==> src/rtl/wdw_pkg.sv <==
package wdw_pkg;
  typedef enum logic [1:0] {
    HIT_NONE = 2'd0,
    HIT_FAST = 2'd1,
    HIT_SLOW = 2'd2
  } hit_e;
endpackage

==> src/rtl/kick_qual.sv <==
module kick_qual #(
  parameter int unsigned MIN_W = 4
) (
  input  logic clk_i,
  input  logic rst_ni,
  input  logic kick_i,
  output logic fall_o
);
  localparam int unsigned RW = (MIN_W > 1) ? $clog2(MIN_W) : 1;
  localparam logic [RW-1:0] RUN_END = RW'(MIN_W - 1);

  logic          lvl_q;
  logic [RW-1:0] run_q;
  logic          fall_q;
  logic          flip;

  assign flip = (kick_i != lvl_q) && (run_q == RUN_END);

  always_ff @(posedge clk_i or negedge rst_ni) begin
    if (!rst_ni) begin
      lvl_q  <= 1'b1;
      run_q  <= '0;
      fall_q <= 1'b0;
    end else begin
      fall_q <= flip && lvl_q;
      if (kick_i == lvl_q) begin
        run_q <= '0;
      end else if (flip) begin
        lvl_q <= kick_i;
        run_q <= '0;
      end else begin
        run_q <= run_q + 1'b1;
      end
    end
  end

  assign fall_o = fall_q;

  AST_FALL_AFTER_LOW: assert property (@(posedge clk_i) disable iff (!rst_ni)
    fall_q |-> !$past(kick_i));
  AST_FALL_SINGLE: assert property (@(posedge clk_i) disable iff (!rst_ni)
    fall_q |=> !fall_q);
endmodule

==> src/rtl/win_timer.sv <==
module win_timer
  import wdw_pkg::*;
#(
  parameter int unsigned FAST_LIM = 2000,
  parameter int unsigned SLOW_LIM = 20000
) (
  input  logic clk_i,
  input  logic rst_ni,
  input  logic hold_i,
  input  logic fall_i,
  output hit_e hit_o
);
  localparam int unsigned CW = $clog2(SLOW_LIM + 1);
  localparam logic [CW-1:0] FAST_C = CW'(FAST_LIM);
  localparam logic [CW-1:0] SLOW_C = CW'(SLOW_LIM);
  localparam logic [CW-1:0] ONE_C  = CW'(1);

  logic [CW-1:0] cnt_q;
  logic          first_q;
  hit_e          hit;

  always_comb begin
    hit = HIT_NONE;
    if (!hold_i) begin
      if (fall_i) begin
        if (!first_q && (cnt_q < FAST_C)) hit = HIT_FAST;
      end else if (cnt_q >= SLOW_C) begin
        hit = HIT_SLOW;
      end
    end
  end

  always_ff @(posedge clk_i or negedge rst_ni) begin
    if (!rst_ni) begin
      cnt_q   <= ONE_C;
      first_q <= 1'b1;
    end else if (hold_i) begin
      cnt_q   <= ONE_C;
      first_q <= 1'b1;
    end else if (fall_i) begin
      cnt_q   <= ONE_C;
      first_q <= 1'b0;
    end else if (cnt_q >= SLOW_C) begin
      cnt_q   <= ONE_C;
    end else begin
      cnt_q   <= cnt_q + 1'b1;
    end
  end

  assign hit_o = hit;

  AST_CNT_RANGE: assert property (@(posedge clk_i) disable iff (!rst_ni)
    (cnt_q >= ONE_C) && (cnt_q <= SLOW_C));
  AST_HOLD_REARM: assert property (@(posedge clk_i) disable iff (!rst_ni)
    hold_i |=> (cnt_q == ONE_C) && first_q);
  AST_FALL_RESTART: assert property (@(posedge clk_i) disable iff (!rst_ni)
    (fall_i && !hold_i) |=> (cnt_q == ONE_C) && !first_q);
endmodule

==> src/rtl/fault_pulse.sv <==
module fault_pulse
  import wdw_pkg::*;
#(
  parameter int unsigned PULSE_LEN = 1000
) (
  input  logic clk_i,
  input  logic rst_ni,
  input  logic force_i,
  input  hit_e hit_i,
  output logic active_o,
  output logic fast_o,
  output logic slow_o
);
  localparam int unsigned PW = $clog2(PULSE_LEN + 1);
  localparam logic [PW-1:0] LEN_C = PW'(PULSE_LEN);

  logic [PW-1:0] pcnt_q;
  logic          fast_q;
  logic          slow_q;
  logic          active;

  assign active = (pcnt_q != '0);

  always_ff @(posedge clk_i or negedge rst_ni) begin
    if (!rst_ni) begin
      pcnt_q <= '0;
      fast_q <= 1'b0;
      slow_q <= 1'b0;
    end else begin
      fast_q <= (hit_i == HIT_FAST) && !force_i;
      slow_q <= (hit_i == HIT_SLOW) && !force_i;
      if (force_i)                    pcnt_q <= '0;
      else if (hit_i != HIT_NONE)     pcnt_q <= LEN_C;
      else if (active)                pcnt_q <= pcnt_q - 1'b1;
    end
  end

  assign active_o = active;
  assign fast_o   = fast_q;
  assign slow_o   = slow_q;

  AST_FORCE_RELEASE: assert property (@(posedge clk_i) disable iff (!rst_ni)
    force_i |=> !active);
  AST_IND_ONEHOT: assert property (@(posedge clk_i) disable iff (!rst_ni)
    $onehot0({fast_q, slow_q}));
  AST_IND_AT_START: assert property (@(posedge clk_i) disable iff (!rst_ni)
    (fast_q || slow_q) |-> $rose(active));
  AST_PULSE_START: assert property (@(posedge clk_i) disable iff (!rst_ni)
    (hit_i != HIT_NONE && !force_i) |=> active);
endmodule

==> src/rtl/window_watchdog.sv <==
module window_watchdog
  import wdw_pkg::*;
#(
  parameter int unsigned FAST_LIM  = 2000,
  parameter int unsigned SLOW_LIM  = 20000,
  parameter int unsigned PULSE_LEN = 1000,
  parameter int unsigned MIN_W     = 4
) (
  input  logic clk_i,
  input  logic rst_ni,
  input  logic kick_i,
  input  logic sys_rst_ni,
  input  logic mrst_i,
  output logic fault_no,
  output logic fault_fast_o,
  output logic fault_slow_o
);
  logic fall;
  logic force_rel;
  logic hold;
  logic active;
  hit_e hit;

  assign force_rel = !sys_rst_ni || mrst_i;
  assign hold      = force_rel || active;

  kick_qual #(.MIN_W(MIN_W)) u_qual (
    .clk_i  (clk_i),
    .rst_ni (rst_ni),
    .kick_i (kick_i),
    .fall_o (fall)
  );

  win_timer #(.FAST_LIM(FAST_LIM), .SLOW_LIM(SLOW_LIM)) u_timer (
    .clk_i  (clk_i),
    .rst_ni (rst_ni),
    .hold_i (hold),
    .fall_i (fall),
    .hit_o  (hit)
  );

  fault_pulse #(.PULSE_LEN(PULSE_LEN)) u_pulse (
    .clk_i    (clk_i),
    .rst_ni   (rst_ni),
    .force_i  (force_rel),
    .hit_i    (hit),
    .active_o (active),
    .fast_o   (fault_fast_o),
    .slow_o   (fault_slow_o)
  );

  assign fault_no = !active;

  AST_NO_HIT_IN_HOLD: assert property (@(posedge clk_i) disable iff (!rst_ni)
    hold |-> (hit == HIT_NONE));
  AST_RESET_QUIET: assert property (@(posedge clk_i) disable iff (!rst_ni)
    !sys_rst_ni |=> fault_no);
endmodule

==> config.mk <==
export PLATFORM = sky130hd
export DESIGN_NAME = window_watchdog
export DESIGN_NICKNAME = d
export VERILOG_FILES = /design/src/rtl/wdw_pkg.sv /design/src/rtl/kick_qual.sv /design/src/rtl/win_timer.sv /design/src/rtl/fault_pulse.sv /design/src/rtl/window_watchdog.sv
export SDC_FILE = /design/constraint.sdc
export NUM_CORES = 1
export LEC_CHECK = 0
export CORE_MARGIN = 2
export CORE_UTILIZATION = 55
export CTS_CLUSTER_SIZE = 25
export DETAILED_ROUTE_END_ITERATION = 16
export GPL_TIMING_DRIVEN = 0
export PLACE_DENSITY = 0.74
export SKIP_LAST_GASP = 1
export SLEW_MARGIN = 20
export SYNTH_ARGS = -nofsm -noshare
export SYNTH_HDL_FRONTEND = slang
export SYNTH_SLANG_ARGS = --single-unit
==> constraint.sdc <==
create_clock -name clk_i -period 3.29 [get_ports clk_i]
set_clock_uncertainty 0.1 [all_clocks]
set_input_delay 0.4935 -clock clk_i [delete_from_list [all_inputs] [get_ports clk_i]]
set_output_delay 0.4935 -clock clk_i [all_outputs]
set_load 0.005 [all_outputs]
==> summary.txt, run 1 <==
TIMING
----------------------------------------------------------------------------------------
Number of setup violations in the final report                                         0
Min Tclk post-route                                                              3.11 ns
Final setup TNS                                                                     0 ns
Final count of hold timing violations                                                  0
Maximum clock rate                                                               321 MHz
Worst-Margin Slew                                                               0.698 ns
Count of final max-slew check failures                                                 0
Unrepaired setup endpoints after global routing                                    false
Portion of the clock cycle consumed by the worst path in the final layout          94.6%
Slew Limit Headroom                                                                53.4%

PWR
----------------------------------------------------------------------------------------
PnR Total Power                                                                0.00151 W
P_leak                                                                          0.727 nW
Largest vdd supply drop                                                           587 uV
Pwr/cell area                                                                836 mW/mm^2

GLOBAL ROUTING
----------------------------------------------------------------------------------------
Overflow left after global routing                                                     0
Routing usage on met3                                                              6.59%
Initial antenna violation count                                                        0
Number of global-route vias before repair                                          1,183
Grt met1 use                                                                       28.2%
Pin count of the biggest net entering global routing                                  33
Global-route total usage across every layer                                        20.7%
Met2 usage in global routing                                                       30.8%
Most used routing layer in global routing                                           met2
First-pass GRT wire length                                                       5350 um

FLOORPLANNING
----------------------------------------------------------------------------------------
Chip width                                                                       58.9 um
Starting density of the core                                                       59.1%
Die outline height                                                               58.9 um
Number of primary I/O pins                                                             8
Site row count                                                                        19
Placeable Area                                                              0.00281 sq mm
Die area                                                                    0.00347 sq mm

PLACEMENT
----------------------------------------------------------------------------------------
DPL Wire Length                                                                  2100 um
Placed standard-cell area                                                   0.00176 sq mm
Final weighted congestion of routability-driven global placement                   0.818
Number of buffers inserted by port buffering                                           7

YOSYS
----------------------------------------------------------------------------------------
Fraction of the mapped netlist area in adder cells                                 3.78%
Summed instance area of the synthesized netlist                             0.00166 sq mm
Unique masters post-synth                                                             43
Compound-Gate Fraction of Synth Area                                               11.3%
Top area cells in the synthesized netlist                                   dfrtp_1, xnor2_1, nor2_1
Proportion of synthesized area in mux cells                                        1.28%
Syn Nets                                                                             171
Average cell area after synthesis                                             10.3 sq um
Seq/Total Area, Yosys                                                              48.6%
Synthesis warning total                                                                0
Post-synth top area share                                                          43.8%
Area share of xor/xnor cells in the synthesized design                             8.99%
Cell taking the most area after synthesis                                        dfrtp_1
Main combinational cell family by area after synthesis                      simple AND/OR/NAND/NOR gates
Post-synthesis register bit count                                                     32
Number of instances in the synthesized netlist                                       161
Share of synthesized cell area in and, or, nand and nor gates                      22.4%

FLOW RUN
----------------------------------------------------------------------------------------
Max-cap viol count                                                                     0

CLOCK NETWORK
----------------------------------------------------------------------------------------
CTS root buf                                                                    clkbuf_4
Clock transition at path regs                                                    0.10 ns
Num CTS Buffers                                                                        5
Gates resized, CTS repair                                                              0
H-Tree Level Count                                                                     2
Worst-Skew Late Latency                                                          0.34 ns
Number of buffers added for setup after CTS                                            0
CTS tree                                                                           built
Number of buffers between clock root and the deepest sink                              2
Number of sinks on the clock net                                                      32
Number of buffers inserted by hold repair at cts                                       0

LAYOUT
----------------------------------------------------------------------------------------
Layout cell share with drive strength beyond 1                                     13.7%
Area of all sequential standard cells                                          805 sq um
Most frequent cells in the layout                                           dfrtp_1, nor2_1, xnor2_1
Fillers                                                                              249
Total Nets Final                                                                     185
Diode insertion count for antenna repair                                               0
Area overhead of the layout relative to synthesis                                  9.29%
Cell area after layout                                                      0.00181 sq mm
Most frequent standard cell in the layout excluding fill and tap cells           dfrtp_1
Combined area of the multi-input logic cells                                   795 sq um

CRITICAL PATH
----------------------------------------------------------------------------------------
Startpoint-to-endpoint class of the critical path                           register to primary output
Crit path arrival time                                                           2.52 ns
Type of origin of the critical path                                             register
Crit path required time                                                          2.70 ns
CP Capture Type                                                             primary output
Critical Path Fanout Max                                                               6

ROUTING
----------------------------------------------------------------------------------------
Violation count after the first detailed-route iteration                              42
Via-per-instance ratio                                                              5.92
Detailed Routing Iterations Pass 1                                                     4
DRT antenna net count                                                                  0
Wirelength, routed                                                               2930 um
Number of vias in the routed layout                                                1,220
Post-detailed-route wirelength per cell                                          14.2 um
Number of DRC violations after detailed routing                                        0

STATUS
----------------------------------------------------------------------------------------
Status                                                                         completed

WORST HOLD PATH
----------------------------------------------------------------------------------------
Path category of the worst min-delay check                                  primary input to asynchronous set/reset pin

-- flip-flops by register name, indices dropped and copies added (netlist names) --
register,count
u_pulse.slow_o,1
u_qual.lvl_q,1
u_pulse.pcnt_q,10
u_timer.cnt_q,15
u_timer.first_q,1
u_pulse.fast_o,1
u_qual.run_q,2
u_qual.fall_o,1
-- cell usage after synthesis (all sizes together) --
cell type  count
dfstp          3
xor2           2
a221oi         1
or4            3
o21a           2
mux2           1
o31a           1
mux2i          1
clkbuf         1
or3b           1
a21oi          2
nand2          5
o21ai          3
nor4b          1
or3            2
nor2          22
nor4           5
buf            2
xnor2         15
inv           11
nand4          5
a311oi         1
ha             5
a31oi          2
nor2b          1
o211ai         3
or4b           1
a211oi         7
nor3          10
dfrtp         29
nand2b         2
and3b          1
nand3          7
o211a          1
a21o           1
o31ai          1
-- cell families after synthesis --
| logic type | after synthesis |
|---|---|
| muxes | 2 |
| and+or+nand+nor | 66 |
| xor gates and xnor gates | 17 |
| AOI/OAI and AO/OA | 25 |
| buffers and inverters | 14 |
| adders and majority gates | 5 |
| DFF | 32 |
-- area by class of cell --
class                      count  area share (%)
inverter                      11            2.28
tap                           31            2.14
clock buffer                   6            2.28
clock inverter                 1           0.276
buffer                         3            1.11
multi-input combinational    115            43.9
timing repair buffer           7            3.59
sequential                    32            44.4
-- per-stage QoR --
step,std cells,worst slack (ns),hold WS [ns],utilization (%)
2_1_floorplan,161,1.06,0.0979,-
4_1_cts,206,0.0668,0.110,64.4
3_3_place_gp,199,0.472,0.327,62.9
6_report,206,0.177,0.0941,64.5
5_1_grt,206,0.0726,0.132,64.5
3_5_place_dp,199,0.455,0.332,62.8
-- per-layer routing --
layer	vias up	wire length, um	share of wire [%]
met5	-	0	0
met4	0	50	1.7
met3	6	116	4.0
met2	24	1350	46
met1	585	1420	48
li1	605	-	-
-- critical path, stage by stage (launching register included) --
cell             delay [ns]
dfrtp_1                0.41
inv_1                  0.11
ha_1                   0.17
or4b_4                 0.52
or3_4                  0.39
inv_2                  0.10
clkdlybuf4s50_1        0.50
-- worst paths after layout --
check / from / to / slack [ns] / depth (start not counted)
worst max-delay path: u_pulse.pcnt_q[0]$_DFFE_PN0P_ / fault_no / 0.18 / 6
worst min-delay path: rst_ni / u_timer.cnt_q[14]$_DFF_PN0_ / 0.09 / 1
worst max register to register: u_pulse.pcnt_q[0]$_DFFE_PN0P_ / u_pulse.pcnt_q[5]$_DFFE_PN0P_ / 1.03 / 6
worst min register to register: u_qual.run_q[0]$_DFF_PN0_ / u_qual.run_q[0]$_DFF_PN0_ / 0.34 / 1
max in group asynchronous: rst_ni / u_timer.cnt_q[10]$_DFF_PN0_ / 2.55 / 1
min in group clk_i: u_qual.run_q[0]$_DFF_PN0_ / u_qual.run_q[0]$_DFF_PN0_ / 0.34 / 1
-- power breakdown --
part | switching [W] | total [W] | internal, W
sequential | 0.0000865 | 0.000564 | 0.000478
combinational | 0.000366 | 0.000743 | 0.000378
clock | 0.000128 | 0.000206 | 0.0000785
No activity file was read; power rests on OpenSTA's default activity.
==> run 2, diff against run 1 <==
--- a/config.mk
+++ b/config.mk
@@ -5,7 +5,7 @@
 export SDC_FILE = /design/constraint.sdc
 export NUM_CORES = 1
 export LEC_CHECK = 0
-export CORE_MARGIN = 2
+export CORE_MARGIN = 1
 export CORE_UTILIZATION = 55
 export CTS_CLUSTER_SIZE = 25
 export DETAILED_ROUTE_END_ITERATION = 16
==> summary.txt, run 2 (synthesis gave the netlist of run 1 again) <==
LAYOUT
----------------------------------------------------------------------------------------
Diode insertion count for antenna repair                                               0
Most frequent standard cell in the layout excluding fill and tap cells           dfrtp_1
Register with the highest flop count                                        u_timer.cnt_q
Most frequent cells in the layout                                           dfrtp_1, nor2_1, xnor2_1
Utilization after layout                                                           64.5%
Fillers                                                                              249
Area of all sequential standard cells                                          805 sq um
Combined area of the multi-input logic cells                                   795 sq um
Total Nets Final                                                                     185
Largest register FFs                                                                  15
Layout cell share with drive strength beyond 1                                     13.7%
Registers with the most flip-flops                                          u_timer.cnt_q: 15 flops, u_pulse.pcnt_q: 10 flops, u_qual.run_q: 2 flops
Area overhead of the layout relative to synthesis                                  9.29%

GLOBAL ROUTING
----------------------------------------------------------------------------------------
First-pass GRT wire length                                                       5310 um
Global-route total usage across every layer                                        21.8%
Initial antenna violation count                                                        0
Pin count of the biggest net entering global routing                                  33
Number of global-route vias before repair                                          1,164
Overflow left after global routing                                                     0

FLOORPLANNING
----------------------------------------------------------------------------------------
Starting density of the core                                                       59.1%
Number of primary I/O pins                                                             8
Placeable Area                                                              0.00281 sq mm
Die outline height                                                               56.9 um
Die area                                                                    0.00324 sq mm
Chip width                                                                       56.9 um
Site row count                                                                        19

TIMING
----------------------------------------------------------------------------------------
Maximum clock rate                                                               322 MHz
Portion of the clock cycle consumed by the worst path in the final layout          94.5%
Count of final max-slew check failures                                                 0
Min Tclk post-route                                                              3.11 ns
Unrepaired setup endpoints after global routing                                    false
Worst-Margin Slew                                                               0.676 ns
Number of setup violations in the final report                                         0
Final setup TNS                                                                     0 ns
Final count of hold timing violations                                                  0
Slew Limit Headroom                                                                54.9%

CLOCK NETWORK
----------------------------------------------------------------------------------------
Number of buffers added for setup after CTS                                            0
Clock transition at path regs                                                    0.10 ns
H-Tree Level Count                                                                     2
Gates resized, CTS repair                                                              0
Num CTS Buffers                                                                        5
CTS tree                                                                           built
Number of buffers inserted by hold repair at cts                                       0
CTS root buf                                                                    clkbuf_4
Number of buffers between clock root and the deepest sink                              2
Worst-Skew Late Latency                                                          0.33 ns
Number of sinks on the clock net                                                      32

ROUTING
----------------------------------------------------------------------------------------
Detailed Routing Iterations Pass 1                                                     4
Number of vias in the routed layout                                                1,222
Violation count after the first detailed-route iteration                              57
Post-detailed-route wirelength per cell                                          14.1 um
DRT antenna net count                                                                  0
Via-per-instance ratio                                                              5.93
Number of DRC violations after detailed routing                                        0
Wirelength, routed                                                               2900 um

PLACEMENT
----------------------------------------------------------------------------------------
DPL Wire Length                                                                  2090 um
Final weighted congestion of routability-driven global placement                   0.813
Number of buffers inserted by port buffering                                           7

CRITICAL PATH
----------------------------------------------------------------------------------------
CP bufs+invs                                                                           3
Crit path arrival time                                                           2.51 ns
Critical Path, Cell by Cell                                                 inv_1, ha_1, or4b_4, or3_4, inv_2, clkdlybuf4s50_1
Startpoint-to-endpoint class of the critical path                           register to primary output
CP Capture Type                                                             primary output
Critical Path Fanout Max                                                               6
Highest-delay cell along the critical path                                        or4b_4
Largest stage delay, worst path                                                  0.52 ns
Type of origin of the critical path                                             register
Crit path required time                                                          2.70 ns
Worst path top cell family by delay                                         simple AND/OR/NAND/NOR gates

PWR
----------------------------------------------------------------------------------------
Part of the total power dissipated in sequential elements                          37.3%
Switching power share of the total                                                 38.2%
P_leak                                                                          0.727 nW
Share of power burned in the clock network                                         13.5%
Pwr/cell area                                                                834 mW/mm^2
Net switching power figure                                                    0.000577 W
Power share of the combinational group                                             49.1%
Largest vdd supply drop                                                           584 uV
Internal portion of total power                                               0.000934 W

STATUS
----------------------------------------------------------------------------------------
Status                                                                         completed

FLOW RUN
----------------------------------------------------------------------------------------
Max-cap viol count                                                                     0

WORST HOLD PATH
----------------------------------------------------------------------------------------
Path category of the worst min-delay check                                  primary input to asynchronous set/reset pin

-- run 2: cell counts in the layout (fill, tap and decap cells not counted) --
No cell type changed its count.
-- run 2: stage by stage --
| step | std cells | hold WS, ns | setup slack (ns) | total power (W) | area (sq um) |
|---|---|---|---|---|---|
| 2_1_floorplan | 161 | 0.0979 | 1.06 | 0.00114 | 1660 |
| 3_3_place_gp | 199 | 0.327 | 0.472 | 0.00128 | 1770 |
| 3_5_place_dp | 199 | 0.332 | 0.455 | 0.00130 | 1760 |
| 4_1_cts | 206 | 0.110 | 0.0668 | 0.00151 | 1810 |
| 5_1_grt | 206 | 0.135 | 0.0892 | 0.00163 | 1810 |
| 6_report | 206 | 0.0864 | 0.183 | 0.00151 | 1810 |
-- run 2: area by class of cell --
cell class | instances | share of cell area [%]
flip-flops and latches | 32 | 44.4
plain buffers | 3 | 1.11
repair buffers | 7 | 3.59
well taps | 31 | 2.14
clock buffers | 6 | 2.28
multi-input cells | 115 | 43.9
clock inverters | 1 | 0.276
inverters | 11 | 2.28
-- run 2: power groups by stage --
stage          logic [W]  clock network, W  registers [W]
3_3_place_gp    0.000712                 0       0.000566
5_1_grt         0.000827          0.000229       0.000578
2_1_floorplan   0.000591                 0       0.000549
3_5_place_dp    0.000725                 0       0.000571
4_1_cts         0.000735          0.000216       0.000564
6_report        0.000742          0.000205       0.000564
-- run 2: final timing paths --
| kind | start | to | slack [ns] | cells after the start |
|---|---|---|---|---|
| max in group asynchronous | rst_ni | u_pulse.pcnt_q[1]$_DFFE_PN0P_ | 2.56 | 1 |
| min | rst_ni | u_timer.cnt_q[14]$_DFF_PN0_ | 0.09 | 1 |
| max reg2reg | u_pulse.pcnt_q[0]$_DFFE_PN0P_ | u_pulse.pcnt_q[5]$_DFFE_PN0P_ | 1.02 | 6 |
| min in group clk_i | u_qual.run_q[0]$_DFF_PN0_ | u_qual.run_q[0]$_DFF_PN0_ | 0.34 | 1 |
| max | u_pulse.pcnt_q[0]$_DFFE_PN0P_ | fault_no | 0.18 | 6 |
| min reg2reg | u_qual.run_q[0]$_DFF_PN0_ | u_qual.run_q[0]$_DFF_PN0_ | 0.34 | 1 |
-- run 2: worst reg2reg max path, cell delays in order, from the launching register on --
cell	delay, ns
dfrtp_1	0.41
inv_1	0.11
ha_1	0.17
or4b_4	0.52
or4_4	0.48
a211oi_2	0.26
a211oi_1	0.09
-- run 2: per-layer routing --
layer	GRT usage [%]	vias to the layer above	part of all wire (%)
met2	31.9	23	46
met3	6.91	6	3.8
met4	8.36	0	1.6
met5	0	-	0
li1	-	607	-
met1	30.0	586	48
==> run 3, diff against run 2 <==
--- a/config.mk
+++ b/config.mk
@@ -5,12 +5,14 @@
 export SDC_FILE = /design/constraint.sdc
 export NUM_CORES = 1
 export LEC_CHECK = 0
+export CELL_PAD_IN_SITES_DETAIL_PLACEMENT = 0
+export CELL_PAD_IN_SITES_GLOBAL_PLACEMENT = 2
 export CORE_MARGIN = 1
-export CORE_UTILIZATION = 55
+export CORE_UTILIZATION = 42
 export CTS_CLUSTER_SIZE = 25
 export DETAILED_ROUTE_END_ITERATION = 16
 export GPL_TIMING_DRIVEN = 0
-export PLACE_DENSITY = 0.74
+export PLACE_DENSITY_LB_ADDON = 0.1
 export SKIP_LAST_GASP = 1
 export SLEW_MARGIN = 20
 export SYNTH_ARGS = -nofsm -noshare
==> summary.txt, run 3 (synthesis gave the netlist of run 1 again) <==
GLOBAL ROUTING
----------------------------------------------------------------------------------------
First-pass GRT wire length                                                       5600 um
Initial antenna violation count                                                        0
Number of global-route vias before repair                                          1,203
Overflow left after global routing                                                     0
Global-route total usage across every layer                                        17.9%
Pin count of the biggest net entering global routing                                  33

LAYOUT
----------------------------------------------------------------------------------------
Cell area after layout                                                      0.00188 sq mm
Diode insertion count for antenna repair                                               0
Total Nets Final                                                                     185
Most frequent standard cell in the layout excluding fill and tap cells           dfrtp_1
Layout cell share with drive strength beyond 1                                     13.6%
Area overhead of the layout relative to synthesis                                  13.2%
Largest register FFs                                                                  15
Register with the highest flop count                                        u_timer.cnt_q
Most frequent cells in the layout                                           dfrtp_1, nor2_1, xnor2_1
Registers with the most flip-flops                                          u_timer.cnt_q: 15 flops, u_pulse.pcnt_q: 10 flops, u_qual.run_q: 2 flops

PWR
----------------------------------------------------------------------------------------
Power share of the combinational group                                             46.1%
Net switching power figure                                                    0.000604 W
Pwr/cell area                                                                870 mW/mm^2
Internal portion of total power                                                0.00103 W
Part of the total power dissipated in sequential elements                          34.9%
Largest vdd supply drop                                                           479 uV
Share of power burned in the clock network                                         19.1%
Switching power share of the total                                                 37.0%
P_leak                                                                          0.744 nW

CRITICAL PATH
----------------------------------------------------------------------------------------
Crit path required time                                                          2.70 ns
Worst setup path startpoint                                                 u_pulse.pcnt_q[0]$_DFFE_PN0P_
Critical Path Fanout Max                                                               6
Critical Path, Cell by Cell                                                 inv_1, ha_1, or4b_4, or3_4, inv_2, clkdlybuf4s50_1
CP bufs+invs                                                                           3
Highest-delay cell along the critical path                                        or4b_4
Worst path top cell family by delay                                         simple AND/OR/NAND/NOR gates
R2R Path Start                                                              u_pulse.pcnt_q[0]$_DFFE_PN0P_
Crit path arrival time                                                           2.48 ns
Type of origin of the critical path                                             register
Largest stage delay, worst path                                                  0.52 ns
CP Capture Type                                                             primary output
Startpoint-to-endpoint class of the critical path                           register to primary output

FLOORPLANNING
----------------------------------------------------------------------------------------
Die outline height                                                               64.8 um
Number of primary I/O pins                                                             8
Placeable Area                                                              0.00372 sq mm
Starting density of the core                                                       44.6%
Site row count                                                                        22
Die area                                                                    0.00420 sq mm
Chip width                                                                       64.8 um

CLOCK NETWORK
----------------------------------------------------------------------------------------
H-Tree Level Count                                                                     2
Gates resized, CTS repair                                                              0
Number of buffers added for setup after CTS                                            0
Number of sinks on the clock net                                                      32
Number of buffers inserted by hold repair at cts                                       0
Clock transition at path regs                                                    0.06 ns
Worst-Skew Late Latency                                                          0.29 ns
Num CTS Buffers                                                                        5
CTS tree                                                                           built
CTS root buf                                                                    clkbuf_8
Number of buffers between clock root and the deepest sink                              2

ROUTING
----------------------------------------------------------------------------------------
Number of vias in the routed layout                                                1,211
Detailed Routing Iterations Pass 1                                                     4
DRT antenna net count                                                                  0
Number of DRC violations after detailed routing                                        0
Violation count after the first detailed-route iteration                              69
Wirelength, routed                                                               3150 um
Via-per-instance ratio                                                              5.41
Post-detailed-route wirelength per cell                                          14.1 um

TIMING
----------------------------------------------------------------------------------------
Portion of the clock cycle consumed by the worst path in the final layout          93.3%
Maximum clock rate                                                               326 MHz
Worst setup margin                                                              0.220 ns
Unrepaired setup endpoints after global routing                                    false
Worst-Margin Slew                                                               0.711 ns
Slew Limit Headroom                                                                52.6%
Min Tclk post-route                                                              3.07 ns
Final setup TNS                                                                     0 ns
Number of setup violations in the final report                                         0
Final count of hold timing violations                                                  0
Count of final max-slew check failures                                                 0

FLOW RUN
----------------------------------------------------------------------------------------
Max-cap viol count                                                                     0

STATUS
----------------------------------------------------------------------------------------
Status                                                                         completed

PLACEMENT
----------------------------------------------------------------------------------------
Placement Setup Slack                                                           0.437 ns
DPL Wire Length                                                                  2280 um
Number of buffers inserted by port buffering                                           7
Final weighted congestion of routability-driven global placement                   0.783
Placed standard-cell area                                                   0.00178 sq mm

WORST HOLD PATH
----------------------------------------------------------------------------------------
Path category of the worst min-delay check                                  primary input to asynchronous set/reset pin

## run 3: changes by cell type in the layout (fill, tap and decap cells not counted)
cell	before	now
clkbuf_4	5	0
clkbuf_8	0	6
clkinv_2	1	0
clkbuf_1	2	3
## run 3: area by class of cell
cell class | count | area (sq um)
clock buffers | 8 | 90.1
fillers | 372 | 1840
well taps | 48 | 60.1
multi-input cells | 115 | 795
inverters | 11 | 41.3
plain buffers | 3 | 20.0
flip-flops and latches | 32 | 805
repair buffers | 7 | 65.1
## run 3: worst paths after layout
check | end | slack [ns] | cells past startpoint
max | fault_no | 0.22 | 6
min | u_pulse.pcnt_q[7]$_DFFE_PN0P_ | 0.15 | 1
max reg2reg | u_pulse.pcnt_q[7]$_DFFE_PN0P_ | 1.00 | 6
min reg2reg | u_qual.run_q[0]$_DFF_PN0_ | 0.34 | 1
max in group asynchronous | u_qual.run_q[0]$_DFF_PN0_ | 2.47 | 1
min in group clk_i | u_qual.run_q[0]$_DFF_PN0_ | 0.34 | 1
## run 3: power by group through the flow
stage | Combinational, W | Clock [W] | Sequential [W]
2_1_floorplan | 0.000591 | 0 | 0.000549
3_3_place_gp | 0.000727 | 0 | 0.000569
3_5_place_dp | 0.000733 | 0 | 0.000574
4_1_cts | 0.000741 | 0.000319 | 0.000566
5_1_grt | 0.000837 | 0.000337 | 0.000585
6_report | 0.000751 | 0.000311 | 0.000569
## run 3: worst register-to-register path: cells and delay by family, from the launching register on
kind / cells / cell delay, ns
AND/OR/NAND/NOR: 2 / 1.00
flip-flops: 1 / 0.41
AO/OA/AOI/OAI: 2 / 0.35
adder cells (fa/ha/maj): 1 / 0.18
buffers and inverters: 1 / 0.11
## run 3: through the flow
stage	hold WS, ns	util (%)	cells	total power (W)
2_1_floorplan	0.0979	-	161	0.00114
3_3_place_gp	0.325	48.1	216	0.00130
3_5_place_dp	0.336	47.9	216	0.00131
4_1_cts	0.181	50.4	224	0.00163
5_1_grt	0.211	50.5	224	0.00176
6_report	0.149	50.5	224	0.00163
## run 3: metal layers
metal | track usage [%] | share of wire [%] | routed length [um]
met5 | 0 | 0 | 0
met4 | 9.72 | 2.3 | 73
met3 | 3.70 | 3.9 | 124
met2 | 26.4 | 42 | 1330
met1 | 24.4 | 51 | 1620
